**config.mk**
```make
export PLATFORM = sky130hd
export DESIGN_NAME = mem_cmd_accept
export DESIGN_NICKNAME = d
export VERILOG_FILES = /design/src/rtl/mca_pkg.sv /design/src/rtl/mca_addr_split.sv /design/src/rtl/mca_slot_fifo.sv /design/src/rtl/mca_wptr_pool.sv /design/src/rtl/mem_cmd_accept.sv
export SDC_FILE = /design/constraint.sdc
export NUM_CORES = 1
export LEC_CHECK = 0
export ABC_AREA = 1
export BUFFER_PORTS_ARGS = -buffer_cell sky130_fd_sc_hd__buf_2
export CAP_MARGIN = 40
export CORE_ASPECT_RATIO = 1.4
export CORE_MARGIN = 5
export CORE_UTILIZATION = 40
export DETAILED_ROUTE_END_ITERATION = 16
export PLACE_DENSITY = 0.67
export SETUP_SLACK_MARGIN = 0.5
export SYNTH_ARGS = -nofsm -noshare
export SYNTH_HDL_FRONTEND = slang
export SYNTH_SLANG_ARGS = --single-unit
```
**constraint.sdc**
```tcl
create_clock -name clk -period 3.76 [get_ports clk]
set_input_delay 0.564 -clock clk [delete_from_list [all_inputs] [get_ports clk]]
set_output_delay 0.564 -clock clk [all_outputs]
set_load 0.01 [all_outputs]
```
**src/rtl/mca_pkg.sv**
```systemverilog
package mca_pkg;
   localparam logic [2:0] OP_WRITE = 3'b000;
   localparam logic [2:0] OP_READ  = 3'b001;

   localparam int MAP_ROW_BANK_COL = 0;
   localparam int MAP_BANK_ROW_COL = 1;

   function automatic logic op_known(input logic [2:0] op);
      return (op == OP_WRITE) || (op == OP_READ);
   endfunction

   function automatic int rank_bits(input int ranks);
      return (ranks > 1) ? $clog2(ranks) : 0;
   endfunction
endpackage

```
**src/rtl/mca_addr_split.sv**
```systemverilog
module mca_addr_split #(
   parameter int COL_W     = 10,
   parameter int BANK_W    = 3,
   parameter int ROW_W     = 14,
   parameter int NUM_RANKS = 1,
   parameter int MAP       = 0,
   parameter int ADDR_W    = 27,
   parameter int RANK_W    = 1
) (
   input  logic [ADDR_W-1:0] addr,
   output logic [RANK_W-1:0] rank,
   output logic [BANK_W-1:0] bank,
   output logic [ROW_W-1:0]  row,
   output logic [COL_W-1:0]  col
);
   import mca_pkg::*;

   localparam int FIELD_TOP = COL_W + BANK_W + ROW_W;

   if (MAP != MAP_ROW_BANK_COL && MAP != MAP_BANK_ROW_COL) begin : g_bad_map
      $error("mca_addr_split: MAP must be 0 or 1");
   end
   if (ADDR_W < FIELD_TOP + rank_bits(NUM_RANKS)) begin : g_bad_width
      $error("mca_addr_split: ADDR_W too small for the fields");
   end

   assign col = addr[0 +: COL_W];

   if (MAP == MAP_ROW_BANK_COL) begin : g_rbc
      assign bank = addr[COL_W +: BANK_W];
      assign row  = addr[COL_W + BANK_W +: ROW_W];
   end else begin : g_brc
      assign row  = addr[COL_W +: ROW_W];
      assign bank = addr[COL_W + ROW_W +: BANK_W];
   end

   if (NUM_RANKS > 1) begin : g_multi_rank
      assign rank = addr[FIELD_TOP +: RANK_W];
   end else begin : g_one_rank
      assign rank = '0;
   end
endmodule

```
**src/rtl/mca_slot_fifo.sv**
```systemverilog
module mca_slot_fifo #(
   parameter int WIDTH = 32,
   parameter int DEPTH = 4
) (
   input  logic             clk,
   input  logic             rst,
   input  logic             push,
   input  logic [WIDTH-1:0] din,
   input  logic             pop,
   output logic [WIDTH-1:0] dout,
   output logic             empty,
   output logic             full
);
   localparam int IDX_W = (DEPTH > 1) ? $clog2(DEPTH) : 1;
   localparam int CNT_W = $clog2(DEPTH + 1);
   localparam logic [IDX_W-1:0] LAST_IDX = IDX_W'(DEPTH - 1);
   localparam logic [CNT_W-1:0] FULL_CNT = CNT_W'(DEPTH);

   if (DEPTH < 1) begin : g_bad_depth
      $error("mca_slot_fifo: DEPTH must be at least 1");
   end

   logic [WIDTH-1:0] store [DEPTH];
   logic [IDX_W-1:0] wr_idx, rd_idx;
   logic [CNT_W-1:0] fill;
   logic             do_pop;

   assign empty  = (fill == '0);
   assign full   = (fill == FULL_CNT);
   assign do_pop = pop && !empty;
   assign dout   = store[rd_idx];

   always_ff @(posedge clk) begin
      if (push) begin
         store[wr_idx] <= din;
      end
   end

   always_ff @(posedge clk) begin
      if (rst) begin
         wr_idx <= '0;
         rd_idx <= '0;
         fill   <= '0;
      end else begin
         if (push) begin
            wr_idx <= (wr_idx == LAST_IDX) ? '0 : wr_idx + 1'b1;
         end
         if (do_pop) begin
            rd_idx <= (rd_idx == LAST_IDX) ? '0 : rd_idx + 1'b1;
         end
         case ({push, do_pop})
            2'b10:   fill <= fill + 1'b1;
            2'b01:   fill <= fill - 1'b1;
            default: fill <= fill;
         endcase
      end
   end

   AST_NO_OVERFLOW: assert property (@(posedge clk) disable iff (rst)
      push |-> !full) else $error("slot queue overflow");

   AST_FILL_BOUND: assert property (@(posedge clk) disable iff (rst)
      fill <= FULL_CNT) else $error("slot count out of range");
endmodule

```
**src/rtl/mca_wptr_pool.sv**
```systemverilog
module mca_wptr_pool #(
   parameter int COUNT = 3
) (
   input  logic clk,
   input  logic rst,
   input  logic take,
   input  logic give,
   output logic any_free
);
   localparam int FREE_W = $clog2(COUNT + 1);
   localparam logic [FREE_W-1:0] ALL_FREE = FREE_W'(COUNT);

   if (COUNT < 1) begin : g_bad_count
      $error("mca_wptr_pool: COUNT must be at least 1");
   end

   logic [FREE_W-1:0] free_q;
   logic              give_ok;

   // A return with nothing outstanding is dropped
   assign give_ok  = give && (free_q != ALL_FREE);
   assign any_free = (free_q != '0);

   always_ff @(posedge clk) begin
      if (rst) begin
         free_q <= ALL_FREE;
      end else begin
         case ({take, give_ok})
            2'b10:   free_q <= free_q - 1'b1;
            2'b01:   free_q <= free_q + 1'b1;
            default: free_q <= free_q;
         endcase
      end
   end

   AST_POOL_NO_UNDERFLOW: assert property (@(posedge clk) disable iff (rst)
      take |-> (free_q != '0)) else $error("write pointer taken while none free");

   AST_POOL_BOUND: assert property (@(posedge clk) disable iff (rst)
      free_q <= ALL_FREE) else $error("write pointer count above pool size");

   AST_POOL_RESET_FULL: assert property (@(posedge clk) disable iff (rst)
      $past(rst) |-> (free_q == ALL_FREE)) else $error("pool not refilled by reset");
endmodule

```
**src/rtl/mem_cmd_accept.sv**
```systemverilog
module mem_cmd_accept
   import mca_pkg::*;
#(
   parameter int COL_W      = 10,
   parameter int BANK_W     = 3,
   parameter int ROW_W      = 14,
   parameter int NUM_RANKS  = 1,
   parameter int MAP        = 0,
   parameter int DEPTH      = 4,
   parameter int WPTR_COUNT = 3,
   parameter int RANK_W     = (NUM_RANKS > 1) ? $clog2(NUM_RANKS) : 1,
   parameter int ADDR_W     = COL_W + BANK_W + ROW_W + ((NUM_RANKS > 1) ? $clog2(NUM_RANKS) : 0)
) (
   input  logic              clk,
   input  logic              rst,
   input  logic              cmd_en,
   input  logic [2:0]        cmd_op,
   input  logic [ADDR_W-1:0] cmd_addr,
   input  logic              cmd_urgent,
   output logic              cmd_rdy,
   input  logic              cal_done,
   input  logic              rd_buf_full,
   input  logic              periodic_rd,
   input  logic              wptr_release,
   output logic              q_valid,
   input  logic              q_pop,
   output logic              q_is_read,
   output logic              q_urgent,
   output logic [RANK_W-1:0] q_rank,
   output logic [BANK_W-1:0] q_bank,
   output logic [ROW_W-1:0]  q_row,
   output logic [COL_W-1:0]  q_col
);
   localparam int ENTRY_W = 2 + RANK_W + BANK_W + ROW_W + COL_W;

   if (COL_W < 1 || BANK_W < 1 || ROW_W < 1) begin : g_bad_fields
      $error("mem_cmd_accept: field widths must be positive");
   end

   logic              is_rd, is_wr, resource_ok, accept;
   logic              slots_full, slots_empty, wptr_avail;
   logic [RANK_W-1:0] d_rank;
   logic [BANK_W-1:0] d_bank;
   logic [ROW_W-1:0]  d_row;
   logic [COL_W-1:0]  d_col;
   logic [ENTRY_W-1:0] push_word, head_word;

   assign is_rd = (cmd_op == OP_READ);
   assign is_wr = (cmd_op == OP_WRITE);

   always_comb begin
      resource_ok = 1'b0;
      if (is_rd) begin
         resource_ok = !rd_buf_full;
      end else if (is_wr) begin
         resource_ok = wptr_avail;
      end
   end

   assign cmd_rdy = cal_done && !periodic_rd && !slots_full && resource_ok;
   assign accept  = cmd_en && cmd_rdy;

   mca_addr_split #(
      .COL_W(COL_W), .BANK_W(BANK_W), .ROW_W(ROW_W), .NUM_RANKS(NUM_RANKS),
      .MAP(MAP), .ADDR_W(ADDR_W), .RANK_W(RANK_W)
   ) u_split (
      .addr(cmd_addr), .rank(d_rank), .bank(d_bank), .row(d_row), .col(d_col)
   );

   assign push_word = {cmd_urgent, is_rd, d_rank, d_bank, d_row, d_col};

   mca_slot_fifo #(.WIDTH(ENTRY_W), .DEPTH(DEPTH)) u_slots (
      .clk(clk), .rst(rst), .push(accept), .din(push_word), .pop(q_pop),
      .dout(head_word), .empty(slots_empty), .full(slots_full)
   );

   mca_wptr_pool #(.COUNT(WPTR_COUNT)) u_wptr (
      .clk(clk), .rst(rst), .take(accept && is_wr), .give(wptr_release),
      .any_free(wptr_avail)
   );

   assign q_valid = !slots_empty;
   assign {q_urgent, q_is_read, q_rank, q_bank, q_row, q_col} = head_word;

   AST_BAD_OP_REFUSED: assert property (@(posedge clk) disable iff (rst)
      !op_known(cmd_op) |-> !cmd_rdy) else $error("unknown op made ready");

   AST_ACCEPT_QUEUED: assert property (@(posedge clk) disable iff (rst)
      (cmd_en && cmd_rdy) |=> q_valid) else $error("accepted request not queued");

   AST_NO_RDY_UNCAL: assert property (@(posedge clk) disable iff (rst)
      !cal_done |-> !cmd_rdy) else $error("ready before calibration");

   AST_RD_BUF_BLOCK: assert property (@(posedge clk) disable iff (rst)
      (rd_buf_full && is_rd) |-> !cmd_rdy) else $error("read taken with full buffer");

   AST_PERIODIC_HOLD: assert property (@(posedge clk) disable iff (rst)
      periodic_rd |-> !cmd_rdy) else $error("ready during periodic read");

   AST_RESET_EMPTY: assert property (@(posedge clk) disable iff (rst)
      $past(rst) |-> !q_valid) else $error("queue not empty after reset");
endmodule

```
# Yosys cells after proc, flatten, opt, wreduce, memory -nomap -nowiden
# Memory sizes are Yosys's and may differ from the RTL's. A register that Yosys moved wholly into a read port is not among the register bits.
# Index checks and enable logic that the tools add are counted.
dict set report op_classes {
  n_eq_ne 9
  n_reduce_logical 16
  mux 10
  addsub 6
}
# operator count
set ops {}
lappend ops {{== test 2 bit (second input constant)} 4}
lappend ops {{2-to-1 mux 2 bit} 4}
lappend ops {{logical AND 1 bit} 7}
lappend ops {{adder 2 x 1 -> 2 bit (second input constant)} 3}
lappend ops {{logical NOT 3 bit} 2}
lappend ops {{one-hot mux 3 bit (2 select lines)} 1}
lappend ops {{nonzero test 2 bit} 3}
lappend ops {{== test 2 x 1 -> 1 bit (second input constant)} 2}
lappend ops {{logical NOT 1 bit} 4}
lappend ops {{2-to-1 mux 1 bit} 4}
lappend ops {{one-hot mux 2 bit (2 select lines)} 1}
lappend ops {{adder 3 x 1 -> 3 bit (second input constant)} 1}
lappend ops {{== test 3 x 1 -> 1 bit (second input constant)} 1}
lappend ops {{== test 3 bit (second input constant)} 1}
lappend ops {{subtractor 3 x 1 -> 3 bit (second input constant)} 1}
lappend ops {{!= test 2 bit (second input constant)} 1}
lappend ops {{subtractor 2 x 1 -> 2 bit (second input constant)} 1}
dict set report word_totals {
  input_bits 39
  reg_bits 9
  out_inout_bits 32
  mem_bits_rw 116
  wordCells 46
  n_memories 1
}
# memory depth word_bits rd rd_clocked_by_memory_dff write_ports line_no
set memory_table {}
lappend memory_table {u_slots.store 4 29 1 1 1 mca_slot_fifo.sv:23} ;# logic [WIDTH-1:0] store [DEPTH];

# Depth between registers and ports, before layout
dict set report depth {
  word_depth 8
  mapped_depth 12
  mapped_depth_nobuf 12
}

# By module
# From an unflattened synthesis, not the netlist that was laid out.
dict set report hier_totals {
  hier_cells 421
  hier_area_um2 5420.2
}
# module area_per_inst_um2 seq_area_each_um2 n_inst cells_each
set by_module_without_submodules {}
lappend by_module_without_submodules {mca_slot_fifo 4983.5 3783.6 1 357}
lappend by_module_without_submodules {mca_addr_split 214.0 0.0 1 29}
lappend by_module_without_submodules {mca_wptr_pool 126.4 40.0 1 19}
lappend by_module_without_submodules {mem_cmd_accept 96.3 0.0 1 16}

# Worst setup path before layout
# OpenSTA, ideal clock, no wires.
dict set report synth_path {
  kind {in2reg}
  startpoint {input cmd_op[1]}
  endpoint {memory u_slots.store[0][0] in the netlist's numbering (enable)}
  path_buffers 0
  required_ps 3345
  path_stages 6
  arrival_ps 2249
  setup_slack_ps 1096
  setup_time_ps 415
  cell_sequence {inv_1 -> nand3_1 -> nor2_1 -> nor2_2 -> nand3_4 -> nor2_1}
}
dict set report synth_via {
  elab_chain_len 7
  elab_cells_between_ends 8
  cone_classes {eq/ne: 1; mux: 4; reduce/logical: 3}
}
# element line_no
set synth_rtl {}
lappend synth_rtl {{from (decl)} mem_cmd_accept.sv:17} ;# input logic [2:0] cmd_op,
lappend synth_rtl {{logical NOT 3 bit} mem_cmd_accept.sv:49} ;# assign is_wr = (cmd_op == OP_WRITE);
lappend synth_rtl {{2-to-1 mux 1 bit} mem_cmd_accept.sv:55} ;# end else if (is_wr) begin
lappend synth_rtl {{2-to-1 mux 1 bit (*)} mem_cmd_accept.sv:53} ;# if (is_rd) begin
lappend synth_rtl {{logical AND 1 bit (*)} mem_cmd_accept.sv:60} ;# assign cmd_rdy = cal_done && !periodic_rd && !slots_full && resource_ok;
lappend synth_rtl {{logical AND 1 bit (*)} mem_cmd_accept.sv:61} ;# assign accept = cmd_en && cmd_rdy;
lappend synth_rtl {{2-to-1 mux 1 bit (*)} mca_slot_fifo.sv:34} ;# if (push) begin
lappend synth_rtl {{2-to-1 mux 1 bit (implied by the code) (*)} mca_slot_fifo.sv:35} ;# store[wr_idx] <= din;
lappend synth_rtl {{to (decl)} mca_slot_fifo.sv:23}
# Mark *: on every way between the ends. The rest lies on a longest branch, timed or not.

==> results.py <==
metrics = {
    "yosys": {
        "avgSynthCellArea_um2": 13.3,
        "synth_ff_type": "edfxtp_1",
        "async_flop_share_pct": 0,
        "yosys.area.top_type": "edfxtp_1",
        "synth_edf_count": 116,
        "synth_common_cells": "116 x edfxtp_1, 73 x nor2_1, 64 x o21ai_0",
        "yosysSeqAreaShare_pct": 75.1,
        "synth_most_common_cell": "edfxtp_1",
        "synth_cell_types": 26,
        "synth_top_area_share_pct": 70.6,
        "ys_ff_latch": 127,
        "yosysWarningCount": 0,
        "syn-num-nets": 417,
        "syn-instance-count": 370,
        "synth_area_leaders": "edfxtp_1 71%, o21ai_0 6.5%, nor2_1 5.6%, dfxtp_1 4.5%, o22ai_1 3.7%",
        "syn-cell-area_um2": 4930,
    },
    "clock_tree": {
        "cts_tree": "built",
        "postCtsHoldBufs": 0,
        "cts_made_buffers": 17,
        "cts_buffer_depth": 2,
        "cts.root.buffer_cell": "clkbuf_16",
        "clkSinkCount": 127,
        "post_cts_buffers": 0,
        "cts.clk_slew.worst_paths_ps": 60,
        "htree_num_levels": 4,
        "ctsResizeCount": 0,
        "insertion_delay_ps": 410,
    },
    "detailed_routing": {
        "wl_per_cell_um": 16.6,
        "first_iter_violations": 230,
        "viasPerCell": 5.10,
        "ant_nets": 0,
        "postRouteWirelength_um": 10100,
        "vias": 3113,
        "drcViolationCount": 0,
        "dr.pass1.iters": 4,
    },
    "power": {
        "cellPowerDensity_nw_per_um2": 551,
        "swShare_pct": 20.2,
        "p_leak_nw": 2.26,
        "p_int_w": 0.00272,
        "power.switching_w": 0.000689,
        "vdd_drop_max_mv": 0.341,
        "pwr-share-clk_pct": 49.2,
        "combPwrFrac_pct": 5.2,
        "p_seq_share_pct": 45.6,
    },
    "critical_path": {
        "reg2reg_to": "u_slots.fill[2]",
        "rrSetupSlack_ps": 1670,
        "path_class": "register to primary output",
        "path_cells": "buf_4 -> inv_1 -> buf_8 -> o21ai_0 -> o22ai_1 -> buf_2",
        "cpPeakStageDelay_ps": 320,
        "end_kind": "primary output",
        "cpMaxStageDelayCell": "inv_1",
        "cp_top_family": "buffers and inverters",
        "crit_arrival_ps": 1940,
        "path_buf_inv": 4,
        "cp-start-kind": "register",
        "worstPathMaxFanout": 30,
        "cp.required_ps": 3200,
        "r2r_cells": 12,
        "worstReg2RegStart": "u_wptr.free_q[0]",
    },
    "sta": {
        "tns_ps": 0,
        "timing.slew.headroom_pct": 61.1,
        "finalCritPeriodShare_pct": 66.6,
        "fin_crit_ps": 2500,
        "setup_viol": 0,
        "fin_skew_ps": 6.04,
        "rsz0062_at_grt": "no",
        "hold_viol": 0,
        "fmax_ghz": 0.399,
        "worst_pin_slew_ps": 583,
        "slew_violations": 0,
    },
    "final_layout": {
        "drive_above_1_share_pct": 26.7,
        "area_delta_synth_final_pct": 25.3,
        "num-fill-cells": 1039,
        "fin_nets": 494,
        "diodes": 0,
        "fin_util_pct": 50.7,
    },
    "placement": {
        "dp_hpwl_um": 6410,
        "port_buffers": 69,
        "gp_congestion": 0.734,
    },
    "hold_path": {
        "hp-class": "input pin to register",
        "holdPathEnd": "u_slots.store[3][17]",
        "whs_path_depth": 1,
        "worstHoldStart": "cmd_addr[20]",
    },
    "die": {
        "pin_count": 71,
        "initial_core_util_pct": 40.5,
        "die_y_um": 141,
        "die_w_um": 104,
        "die_area_um2": 14700,
        "core_um2": 12200,
        "rows": 48,
    },
    "grt": {
        "grt_util_all_layers_pct": 14.1,
        "antenna_found_initial": 0,
        "grt_overflow_total": 0,
        "grt_pass1_vias": 3181,
        "grt_pass1_wl_um": 15800,
        "grt_start_max_net_pins": 59,
    },
    "status": {
        "run_status": "finished, final reports clean",
    },
    "job": {
        "drv_cap": 0,
    },
}
-- registers in the layout (all words and copies together) (netlist names), named ones only --
signal,flops
u_slots.store,116
u_slots.fill,3
u_slots.rd_idx,2
u_slots.wr_idx,2
u_wptr.free_q,2
-- layer usage --
metal	share of wire (%)	track usage (%)
met3	7.1	6.19
met4	1.5	4.43
met1	39	15.4
met5	0	0
met2	52	24.6
-- placed cells by master (no fill, tap or decap) --
| cell type | n |
|---|---|
| clkinv_1 | 1 |
| nand2_1 | 7 |
| buf_12 | 1 |
| nor2_4 | 5 |
| o22ai_1 | 29 |
| nand3_4 | 1 |
| nand2_2 | 1 |
| o21ai_1 | 2 |
| nand3_2 | 1 |
| nor2_2 | 1 |
| dfxtp_2 | 1 |
| nor2_1 | 69 |
| ha_1 | 7 |
| a21boi_0 | 1 |
| fa_1 | 1 |
| buf_4 | 2 |
| inv_1 | 17 |
| inv_6 | 1 |
| buf_2 | 69 |
| bufinv_16 | 4 |
| conb_1 | 1 |
| clkbuf_16 | 17 |
| and2_2 | 1 |
| nand3_1 | 3 |
| inv_2 | 4 |
| clkinv_4 | 1 |
| buf_8 | 1 |
| clkinvlp_4 | 5 |
| o211a_1 | 1 |
| a21oi_1 | 7 |
| clkinv_2 | 3 |
| o21ai_0 | 64 |
| dfxtp_1 | 10 |
| nand4_1 | 1 |
| edfxtp_1 | 116 |
| buf_16 | 4 |
-- how the worst max path moves through the flow --
stage | startpoint | endpoint | depth (start not counted)
after global routing | register | q_row[0] | 6
after global placement | register | q_urgent | 5
after floorplan | cmd_op[1] | u_slots.store[0][0] | 6
after detailed placement | cmd_op[1] | u_slots.fill[2] | 13
after CTS | register | q_is_read | 6
final | register | q_col[3] | 6
-- stage by stage --
step	setup WS, ps	cell area [um2]	instances	hold WS, ps	total power, W
6_report	1260	6180	610	368	0.00340
5_1_grt	1120	6180	610	346	0.00353
4_1_cts	1250	6180	610	354	0.00342
3_5_place_dp	1270	5560	578	488	0.00176
3_3_place_gp	1360	5420	572	478	0.00175
2_1_floorplan	1100	4930	370	460	0.00167
-- power groups by stage --
stage | clock, W | combinational, W | sequential [W]
finish | 0.00168 | 0.000177 | 0.00155
global route | 0.00179 | 0.000197 | 0.00155
CTS | 0.00169 | 0.000179 | 0.00155
detailed placement | 0 | 0.000179 | 0.00158
global placement | 0 | 0.000166 | 0.00158
floorplan | 0 | 0.0000913 | 0.00158
-- area by class of cell --
class / instances / area (um2) / area share [%]
well taps: 150 / 188 / 3.04
flip-flops and latches: 127 / 3700 / 59.9
repair buffers: 77 / 505 / 8.18
multi-input cells: 203 / 1090 / 17.6
inverters: 21 / 78.8 / 1.28
clock inverters: 15 / 194 / 3.14
clock buffers: 17 / 425 / 6.88
-- cells by family after synthesis --
group                    synth area share, %
flip-flops                              75.1
AO/OA/AOI/OAI                           11.4
AND/OR/NAND/NOR                         7.71
buffers and inverters                   3.53
adder cells (fa/ha/maj)                 2.18
other                                 0.0760
No activity file was read; power rests on OpenSTA's default activity.
